==> config.mk <==
export PLATFORM = sky130hd
export DESIGN_NAME = dac_if_drv
export DESIGN_NICKNAME = d
export VERILOG_FILES = /design/src/rtl/dacdrv_pkg.sv /design/src/rtl/dacdrv_seq.sv /design/src/rtl/dacdrv_hold.sv /design/src/rtl/dacdrv_pins.sv /design/src/rtl/dac_if_drv.sv
export SDC_FILE = /design/constraint.sdc
export NUM_CORES = 1
export LEC_CHECK = 0
export BUFFER_PORTS_ARGS = -buffer_cell sky130_fd_sc_hd__buf_4
export CORE_MARGIN = 2
export CORE_UTILIZATION = 35
export CTS_CLUSTER_DIAMETER = 50
export DETAILED_ROUTE_END_ITERATION = 16
export SLEW_MARGIN = 15
export SYNTH_ARGS = -nofsm -noshare
export SYNTH_HDL_FRONTEND = slang
export SYNTH_SLANG_ARGS = --single-unit
==> constraint.sdc <==
create_clock -name clk -period 4.42 [get_ports clk]
set_input_delay 0 -clock clk [delete_from_list [all_inputs] [get_ports clk]]
set_output_delay 0 -clock clk [all_outputs]
set_load 0.005 [all_outputs]
==> src/rtl/dacdrv_pkg.sv <==
// Shared types for the two-channel DAC write sequencer.
package dacdrv_pkg;
    typedef enum logic {
        MODE_DUAL = 1'b0,
        MODE_ILV  = 1'b1
    } dac_mode_e;

    typedef enum logic {
        ST_SETTLE = 1'b0,
        ST_RUN    = 1'b1
    } seq_state_e;

    localparam int unsigned NCH = 2;
endpackage

==> src/rtl/dacdrv_seq.sv <==
// Frame sequencer: holds the active mode, the frame phase and the settle
// window, and decides which channel fetches a sample in which cycle.
// Assumes mode_i is quasi-static; it is compared only at a frame end.
module dacdrv_seq
    import dacdrv_pkg::*;
#(
    parameter int SETTLE_CYC = 2
) (
    input  logic       clk,
    input  logic       rst_n,
    input  logic       mode_i,
    output logic       run_o,
    output logic       ilv_o,
    output logic [1:0] ph_o,
    output logic [1:0] fetch_o
);
    localparam int CW = $clog2(SETTLE_CYC + 1);

    seq_state_e   st_q;
    dac_mode_e    mode_q;
    logic [CW-1:0] cnt_q;
    logic [1:0]   ph_q;
    logic         run, ilv, frame_end, sw_req, settle_last;

    // Frame-end, switch-request and fetch-slot decode.
    always_comb begin
        run         = (st_q == ST_RUN);
        ilv         = (mode_q == MODE_ILV);
        frame_end   = run && (ilv ? (ph_q == 2'd3) : (ph_q == 2'd1));
        sw_req      = frame_end && (dac_mode_e'(mode_i) != mode_q);
        settle_last = (st_q == ST_SETTLE) && (cnt_q == CW'(SETTLE_CYC - 1));
        fetch_o[0]  = settle_last || (frame_end && !sw_req);
        fetch_o[1]  = (settle_last && !ilv) || (frame_end && !sw_req && !ilv)
                    || (run && ilv && ph_q == 2'd1);
    end

    // State, settle counter, phase and active-mode registers.
    always_ff @(posedge clk) begin
        if (!rst_n) begin
            st_q   <= ST_SETTLE;
            cnt_q  <= '0;
            ph_q   <= 2'd0;
            mode_q <= dac_mode_e'(mode_i);
        end else if (st_q == ST_SETTLE) begin
            if (settle_last) begin
                st_q  <= ST_RUN;
                cnt_q <= '0;
                ph_q  <= 2'd0;
            end else begin
                cnt_q <= cnt_q + CW'(1);
            end
        end else if (sw_req) begin
            st_q   <= ST_SETTLE;
            cnt_q  <= '0;
            ph_q   <= 2'd0;
            mode_q <= dac_mode_e'(mode_i);
        end else begin
            ph_q <= ilv ? ph_q + 2'd1 : {1'b0, ~ph_q[0]};
        end
    end

    assign run_o = run;
    assign ilv_o = ilv;
    assign ph_o  = ph_q;

    // the active mode moves only right after a frame end.
    a_r7_mode_at_frame_end: assert property (@(posedge clk) disable iff (!rst_n)
        (mode_q != $past(mode_q)) |-> $past(frame_end));

    // running resumes only after the full settle count.
    a_r7_settle_len: assert property (@(posedge clk) disable iff (!rst_n)
        (run && !$past(run)) |-> ($past(cnt_q) == CW'(SETTLE_CYC - 1)));
endmodule

==> src/rtl/dacdrv_hold.sv <==
// Per-channel sample holder: takes a word when its slot and valid coincide,
// otherwise keeps the previous word so the channel repeats it.
module dacdrv_hold #(
    parameter int DW = 14
) (
    input  logic          clk,
    input  logic          rst_n,
    input  logic          fetch_i,
    input  logic          valid_i,
    input  logic [DW-1:0] data_i,
    output logic          ready_o,
    output logic [DW-1:0] word_o
);
    logic [DW-1:0] word_q;

    // Capture a new word on a handshake, else hold.
    always_ff @(posedge clk) begin
        if (!rst_n)                 word_q <= '0;
        else if (fetch_i && valid_i) word_q <= data_i;
    end

    assign ready_o = fetch_i;
    assign word_o  = word_q;

    // without a handshake the held word does not change.
    a_r8_hold_keeps: assert property (@(posedge clk) disable iff (!rst_n)
        !(fetch_i && valid_i) |=> $stable(word_q));

    // a handshake loads exactly the offered word.
    a_r9_hold_loads: assert property (@(posedge clk) disable iff (!rst_n)
        (fetch_i && valid_i) |=> (word_q == $past(data_i)));
endmodule

==> src/rtl/dacdrv_pins.sv <==
// Pin decoder: maps mode, phase and held words onto the six DAC-side
// outputs and registers them, so every pin changes only at a clock edge.
// Assumes ph_i counts 0..1 in dual-port and 0..3 in interleaved mode.
module dacdrv_pins #(
    parameter int DW = 14
) (
    input  logic          clk,
    input  logic          rst_n,
    input  logic          run_i,
    input  logic          ilv_i,
    input  logic [1:0]    ph_i,
    input  logic [DW-1:0] word_a_i,
    input  logic [DW-1:0] word_b_i,
    output logic [DW-1:0] pa_data,
    output logic [DW-1:0] pb_data,
    output logic          pa_wstb,
    output logic          pa_lstb,
    output logic          pb_wstb,
    output logic          pb_lstb
);
    logic [DW-1:0] n_da, n_db;
    logic          n_wa, n_ka, n_wb, n_kb;
    logic          ilv_q;

    // Next pin values for the current mode and phase.
    always_comb begin
        n_da = word_a_i;
        n_db = word_b_i;
        n_wa = 1'b0;
        n_ka = 1'b0;
        n_wb = 1'b0;
        n_kb = 1'b0;
        if (ilv_i) begin
            n_db = '0;
            n_da = ph_i[1] ? word_b_i : word_a_i;
            if (run_i) begin
                n_wa = ph_i[0];
                n_ka = (ph_i == 2'd3);
                n_wb = ~ph_i[1];
            end else begin
                n_wb = 1'b1;
                n_kb = 1'b1;
            end
        end else if (run_i) begin
            n_wa = ph_i[0];
            n_ka = ph_i[0];
            n_wb = ph_i[0];
            n_kb = ph_i[0];
        end
    end

    // Output registers, plus the mode aligned with them.
    always_ff @(posedge clk) begin
        if (!rst_n) begin
            pa_data <= '0;
            pb_data <= '0;
            pa_wstb <= 1'b0;
            pa_lstb <= 1'b0;
            pb_wstb <= 1'b0;
            pb_lstb <= 1'b0;
            ilv_q   <= 1'b0;
        end else begin
            pa_data <= n_da;
            pb_data <= n_db;
            pa_wstb <= n_wa;
            pa_lstb <= n_ka;
            pb_wstb <= n_wb;
            pb_lstb <= n_kb;
            ilv_q   <= ilv_i;
        end
    end

    // bus A is settled one cycle ahead of its write edge.
    a_r2_bus_a_setup: assert property (@(posedge clk) disable iff (!rst_n)
        $rose(pa_wstb) |-> (pa_data == $past(pa_data)));

    // the channel select is settled ahead of the shared write.
    a_r4_sel_setup: assert property (@(posedge clk) disable iff (!rst_n)
        (ilv_q && $rose(pa_wstb)) |-> $stable(pb_wstb));

    // bus B is all zeros in interleaved mode.
    a_r6_bus_b_zero: assert property (@(posedge clk) disable iff (!rst_n)
        ilv_q |-> (pb_data == '0));

    // no latch clock while the latch reset is high.
    a_r5_latch_masked: assert property (@(posedge clk) disable iff (!rst_n)
        (ilv_q && pb_lstb) |-> !pa_lstb);

    // in dual-port mode the latch edge never leads the write edge.
    a_r3_latch_after_write: assert property (@(posedge clk) disable iff (!rst_n)
        (!ilv_q && $rose(pa_lstb)) |-> $rose(pa_wstb));
endmodule

==> src/rtl/dac_if_drv.sv <==
// Top: two-channel DAC write sequencer. Takes one valid/ready stream per
// channel and drives the DAC data and strobe pins in dual-port or
// interleaved mode. Assumes mode_i changes rarely; it is sampled at frame ends.
module dac_if_drv
    import dacdrv_pkg::*;
#(
    parameter int DW         = 14,
    parameter int SETTLE_CYC = 2
) (
    input  logic          clk,
    input  logic          rst_n,
    input  logic          mode_i,
    input  logic          sa_valid,
    input  logic [DW-1:0] sa_data,
    output logic          sa_ready,
    input  logic          sb_valid,
    input  logic [DW-1:0] sb_data,
    output logic          sb_ready,
    output logic [DW-1:0] pa_data,
    output logic [DW-1:0] pb_data,
    output logic          pa_wstb,
    output logic          pa_lstb,
    output logic          pb_wstb,
    output logic          pb_lstb
);
    logic          run, ilv;
    logic [1:0]    ph;
    logic [NCH-1:0] fetch, s_valid, s_ready;
    logic [DW-1:0] s_data [NCH];
    logic [DW-1:0] word   [NCH];

    assign s_valid  = {sb_valid, sa_valid};
    assign s_data[0] = sa_data;
    assign s_data[1] = sb_data;
    assign sa_ready = s_ready[0];
    assign sb_ready = s_ready[1];

    dacdrv_seq #(.SETTLE_CYC(SETTLE_CYC)) u_seq (
        .clk     (clk),
        .rst_n   (rst_n),
        .mode_i  (mode_i),
        .run_o   (run),
        .ilv_o   (ilv),
        .ph_o    (ph),
        .fetch_o (fetch)
    );

    for (genvar c = 0; c < NCH; c++) begin : g_ch
        dacdrv_hold #(.DW(DW)) u_hold (
            .clk     (clk),
            .rst_n   (rst_n),
            .fetch_i (fetch[c]),
            .valid_i (s_valid[c]),
            .data_i  (s_data[c]),
            .ready_o (s_ready[c]),
            .word_o  (word[c])
        );
    end

    dacdrv_pins #(.DW(DW)) u_pins (
        .clk      (clk),
        .rst_n    (rst_n),
        .run_i    (run),
        .ilv_i    (ilv),
        .ph_i     (ph),
        .word_a_i (word[0]),
        .word_b_i (word[1]),
        .pa_data  (pa_data),
        .pb_data  (pb_data),
        .pa_wstb  (pa_wstb),
        .pa_lstb  (pa_lstb),
        .pb_wstb  (pb_wstb),
        .pb_lstb  (pb_lstb)
    );
endmodule

==> impl.org <==
** Placement
- Buffers added on ports :: 66
- The congestion estimate from routability-driven global placement came to roughly 0.8.
- Final HPWL DP :: roughly 3700 µm

** Logic synthesis
- The synthesized design contains between 60 and 70 register bits.
- Number of enable flip-flop cells after synthesis :: 1
- Part of the Yosys area used for sequential elements :: between 50% and 60%
- Synth warnings :: 0
- Syn nets :: between 300 and 400
- Largest cells by area after synthesis :: sky130_fd_sc_hd__dfxtp_1, sky130_fd_sc_hd__nand2_1, sky130_fd_sc_hd__mux2i_1, sky130_fd_sc_hd__and2_1, sky130_fd_sc_hd__a21oi_1
- Prevailing post-synth register cell :: sky130_fd_sc_hd__dfxtp_1
- A synthesized cell averages 9.02 µm².
- Synth cell count leaders :: sky130_fd_sc_hd__nand2_1, sky130_fd_sc_hd__dfxtp_1, sky130_fd_sc_hd__a21oi_1, sky130_fd_sc_hd__and2_1, sky130_fd_sc_hd__nand3_1
- Proportion of register bits with asynchronous set or reset after synthesis :: 0%
- Number of distinct library cell variants in the gate-level netlist after synthesis :: 32
- Synthesis produced a netlist whose cell count is 270.
- Summed over all instances, the cell type with the most area after synthesis is sky130_fd_sc_hd__dfxtp_1.
- By instance count, the leading cell after synthesis is sky130_fd_sc_hd__nand2_1.
- Area of the mapped netlist :: 2430 µm²
- Portion of synthesized cell area occupied by the leading cell type :: 53.4%

** Power
- Fraction of power spent switching nets :: 23.7%
- Power per cell area :: just over 400 nW/µm²
- In this run the power spent charging and discharging nets is roughly 0.34 mW.
- Internal power contribution :: approximately 1.1 mW
- Part of the total power dissipated in sequential elements :: a little under half
- VDD sags by at most 197 µV.
- After layout, the design draws a total of between 1 and 1.5 mW.
- Combinational logic is responsible for a little under an eighth of the overall power.
- Leakage :: ~1.4 nW
- Clock power share :: roughly two fifths

** GRT
- First-pass GRT wire length :: roughly 9000 µm
- Overall fraction of global-route tracks in use :: roughly 15%
- Number of antenna violations at the first check in global routing :: 0
- The via count of the first global-routing pass came to approximately 1,900.
- For this run the aggregate overflow at the end of global routing stands at 0.
- Entering global routing, the biggest net connects 66 pins.

** STA
- Setup violations remaining at the end of the flow were counted as 0.
- Endpoints failing hold :: 0
- Final clock period utilization by the worst path :: around half
- Setup total negative slack on the finished layout was measured at 0 ns.
- Max-slew violations :: 0
- The smallest clock period supported by the final layout is computed as between 2 and 2.5 ns.
- At the pin with the least slew margin, the transition time is between 0.9 and 1 ns.
- Final Skew :: between 0.01 and 0.015 ns
- Measured against its own limit, the worst slew margin works out to 36.4%.
- Highest Clock Rate :: around 0.46 GHz
- Setup repair after global routing missed its margin :: false

** Status
- The flow ran to the end, and the final reports show no timing, DRC or antenna violations.

** Clock tree
- Post-CTS timing repair inserted 0 buffers for setup.
- Clock Path Buffers :: 2
- Clock tree from TritonCTS :: built
- Buffers inserted during clock tree synthesis total 9.
- In this run the number of H-tree levels came out at 3.
- Number of clock sinks :: 66
- Clock latency on the worst-skew pair :: approximately 0.34 ns
- The tree is rooted in a sky130_fd_sc_hd__clkbuf_8.
- Clock-pin slew on the worst setup and hold paths :: 0.08 ns

** Worst setup path
- At the worst endpoint, the required time is between 4 and 5 ns.
- Crit path kind :: reg -> reg
- Nature of the critical path endpoint :: flip-flop
- Arrival time at the worst endpoint :: approximately 2.5 ns
- Peak fanout along the critical path :: 14
- Startpoint Class :: flip-flop

** Worst hold path
- In this run the worst hold path is classified as in -> reg.

** Cells and area
- The post-route netlist has a little under a quarter of its cells at a drive strength greater than 1.
- Number of inserted filler cells in the final layout :: ~640
- N_diodes :: 0
- The net count of the finished layout is roughly 390.
- Signed area change from the synthesized netlist to the final layout :: 41.0%
- Area of the multi-input gates :: 962 µm²
- Registers take 1330 µm².

** Floorplan
- Placeable core region :: just under 7000 µm²
- In this run the horizontal extent of the chip is between 80 and 90 µm.
- Once the floorplan was initialized, standard cells occupied a little over a third of the core.
- I/O pin count :: 67
- Count of standard-cell rows :: 30
- Total Die Area :: around 7600 µm²
- Measured along the y axis, the die boundary spans between 80 and 90 µm.

** Routing
- The routed design has ~5500 µm of wire.
- Vias per std cell :: about 4.6
- The detailed router placed roughly 2,000 vias in this run.
- Number of design-rule violations left by the first detailed-router iteration :: approximately 160
- Dividing the detail-routed wire length by the instance count gives 12.5 µm.
- The count of nets left with antenna violations once routing finished came out at 0.
- Router iterations before antenna repair :: 4
- Drc violations :: 0

** Run
- The tool flagged a number of max-cap violations equal to 0.
state kept, by name (all words and copies together), names as in the netlist:
| signal | flops |
|---|---|
| g_ch.u_hold.word_o | 28 |
| u_pins.pa_data | 14 |
| u_pins.pb_data | 14 |
| u_seq.cnt_q | 2 |
| u_seq.ph_o | 2 |
| u_pins.pa_lstb | 1 |
| u_pins.pa_wstb | 1 |
| u_pins.pb_lstb | 1 |
| u_pins.pb_wstb | 1 |
| u_seq.ilv_o | 1 |
| u_seq.run_o | 1 |
layer usage:
layer	track usage [%]	vias up	part of all wire, %
met3	3.41	10	4.8
met2	23.1	62	46
met4	8.81	0	2.0
met5	0	-	0
li1	-	1056	-
met1	20.2	915	48
cell type report:
cell class | instances | share of cell area, %
timing repair buffer | 95 | 22.9
multi-input combinational | 181 | 28.0
sequential | 66 | 38.8
clock buffer | 11 | 4.45
tap | 80 | 2.92
clock inverter | 5 | 2.48
inverter | 4 | 0.437
cells by family (layout without fill, tap and decap cells):
| group | after synthesis | after routing | share of synthesized area [%] |
|---|---|---|---|
| fa+ha+maj | 2 | 2 | 1.03 |
| compound gates | 40 | 40 | 9.10 |
| simple gates | 124 | 124 | 23.2 |
| flops | 66 | 66 | 54.7 |
| buf+inv | 23 | 115 | 5.81 |
| mux | 15 | 15 | 6.17 |
path summary, 6_finish.rpt:
kind	slack (ns)	endpoint	start	cells after the start
worst max-delay path	2.23	g_ch[0].u_hold.word_o[2]	u_seq.ilv_o	4
worst max register to register	2.23	g_ch[0].u_hold.word_o[2]	u_seq.ilv_o	4
worst min register to register	0.44	u_seq.cnt_q[1]	u_seq.cnt_q[1]	2
worst min-delay path	0.18	u_seq.cnt_q[1]	rst_n	3
per-stage QoR:
stage	worst slack [ns]	utilization, %	hold slack, ns	instances	cell area [µm²]
2_1_floorplan	2.69	-	0.0989	270	2430
3_5_place_dp	2.26	43.0	0.224	397	2900
3_3_place_gp	2.31	43.0	0.222	397	2900
4_1_cts	2.23	50.8	0.163	442	3430
6_report	2.23	50.8	0.177	442	3430
5_1_grt	2.08	50.8	0.223	442	3430
repair_timing:
item                                   in CTS  in global routing
hold buffers                               29                  0
resized for setup                           0                  0
endpoints found under the hold margin      30                  0
power groups by stage:
stage | sequential (mW) | combinational, mW | clock, mW
after floorplan | 0.661 | 0.107 | 0
after global placement | 0.668 | 0.147 | 0
after detailed placement | 0.669 | 0.149 | 0
after CTS | 0.655 | 0.171 | 0.599
after global routing | 0.660 | 0.187 | 0.623
final | 0.655 | 0.169 | 0.588
critical path: stages, from the launching register on:
cell                       delay [ns]
sky130_fd_sc_hd__edfxtp_1        0.57
sky130_fd_sc_hd__and2b_2         0.28
sky130_fd_sc_hd__a222oi_1        0.26
sky130_fd_sc_hd__and2_1          0.71
sky130_fd_sc_hd__mux2i_1         0.28
placed cells by master (no fill, tap or decap), types with 2 or more instances in the layout:
| cell type | count |
|---|---|
| sky130_fd_sc_hd__inv_1 | 4 |
| sky130_fd_sc_hd__nand2b_1 | 2 |
| sky130_fd_sc_hd__o22ai_1 | 2 |
| sky130_fd_sc_hd__buf_4 | 66 |
| sky130_fd_sc_hd__bufinv_16 | 2 |
| sky130_fd_sc_hd__clkinv_4 | 2 |
| sky130_fd_sc_hd__dlygate4sd3_1 | 29 |
| sky130_fd_sc_hd__nand3_1 | 17 |
| sky130_fd_sc_hd__o21ai_1 | 14 |
| sky130_fd_sc_hd__o21ai_0 | 2 |
| sky130_fd_sc_hd__clkbuf_8 | 9 |
| sky130_fd_sc_hd__a21oi_1 | 17 |
| sky130_fd_sc_hd__ha_1 | 2 |
| sky130_fd_sc_hd__and2b_2 | 2 |
| sky130_fd_sc_hd__mux2i_1 | 15 |
| sky130_fd_sc_hd__nand2_1 | 78 |
| sky130_fd_sc_hd__dfxtp_1 | 65 |
| sky130_fd_sc_hd__and2_1 | 17 |
Note: power is estimated with default switching activity, not from simulation.
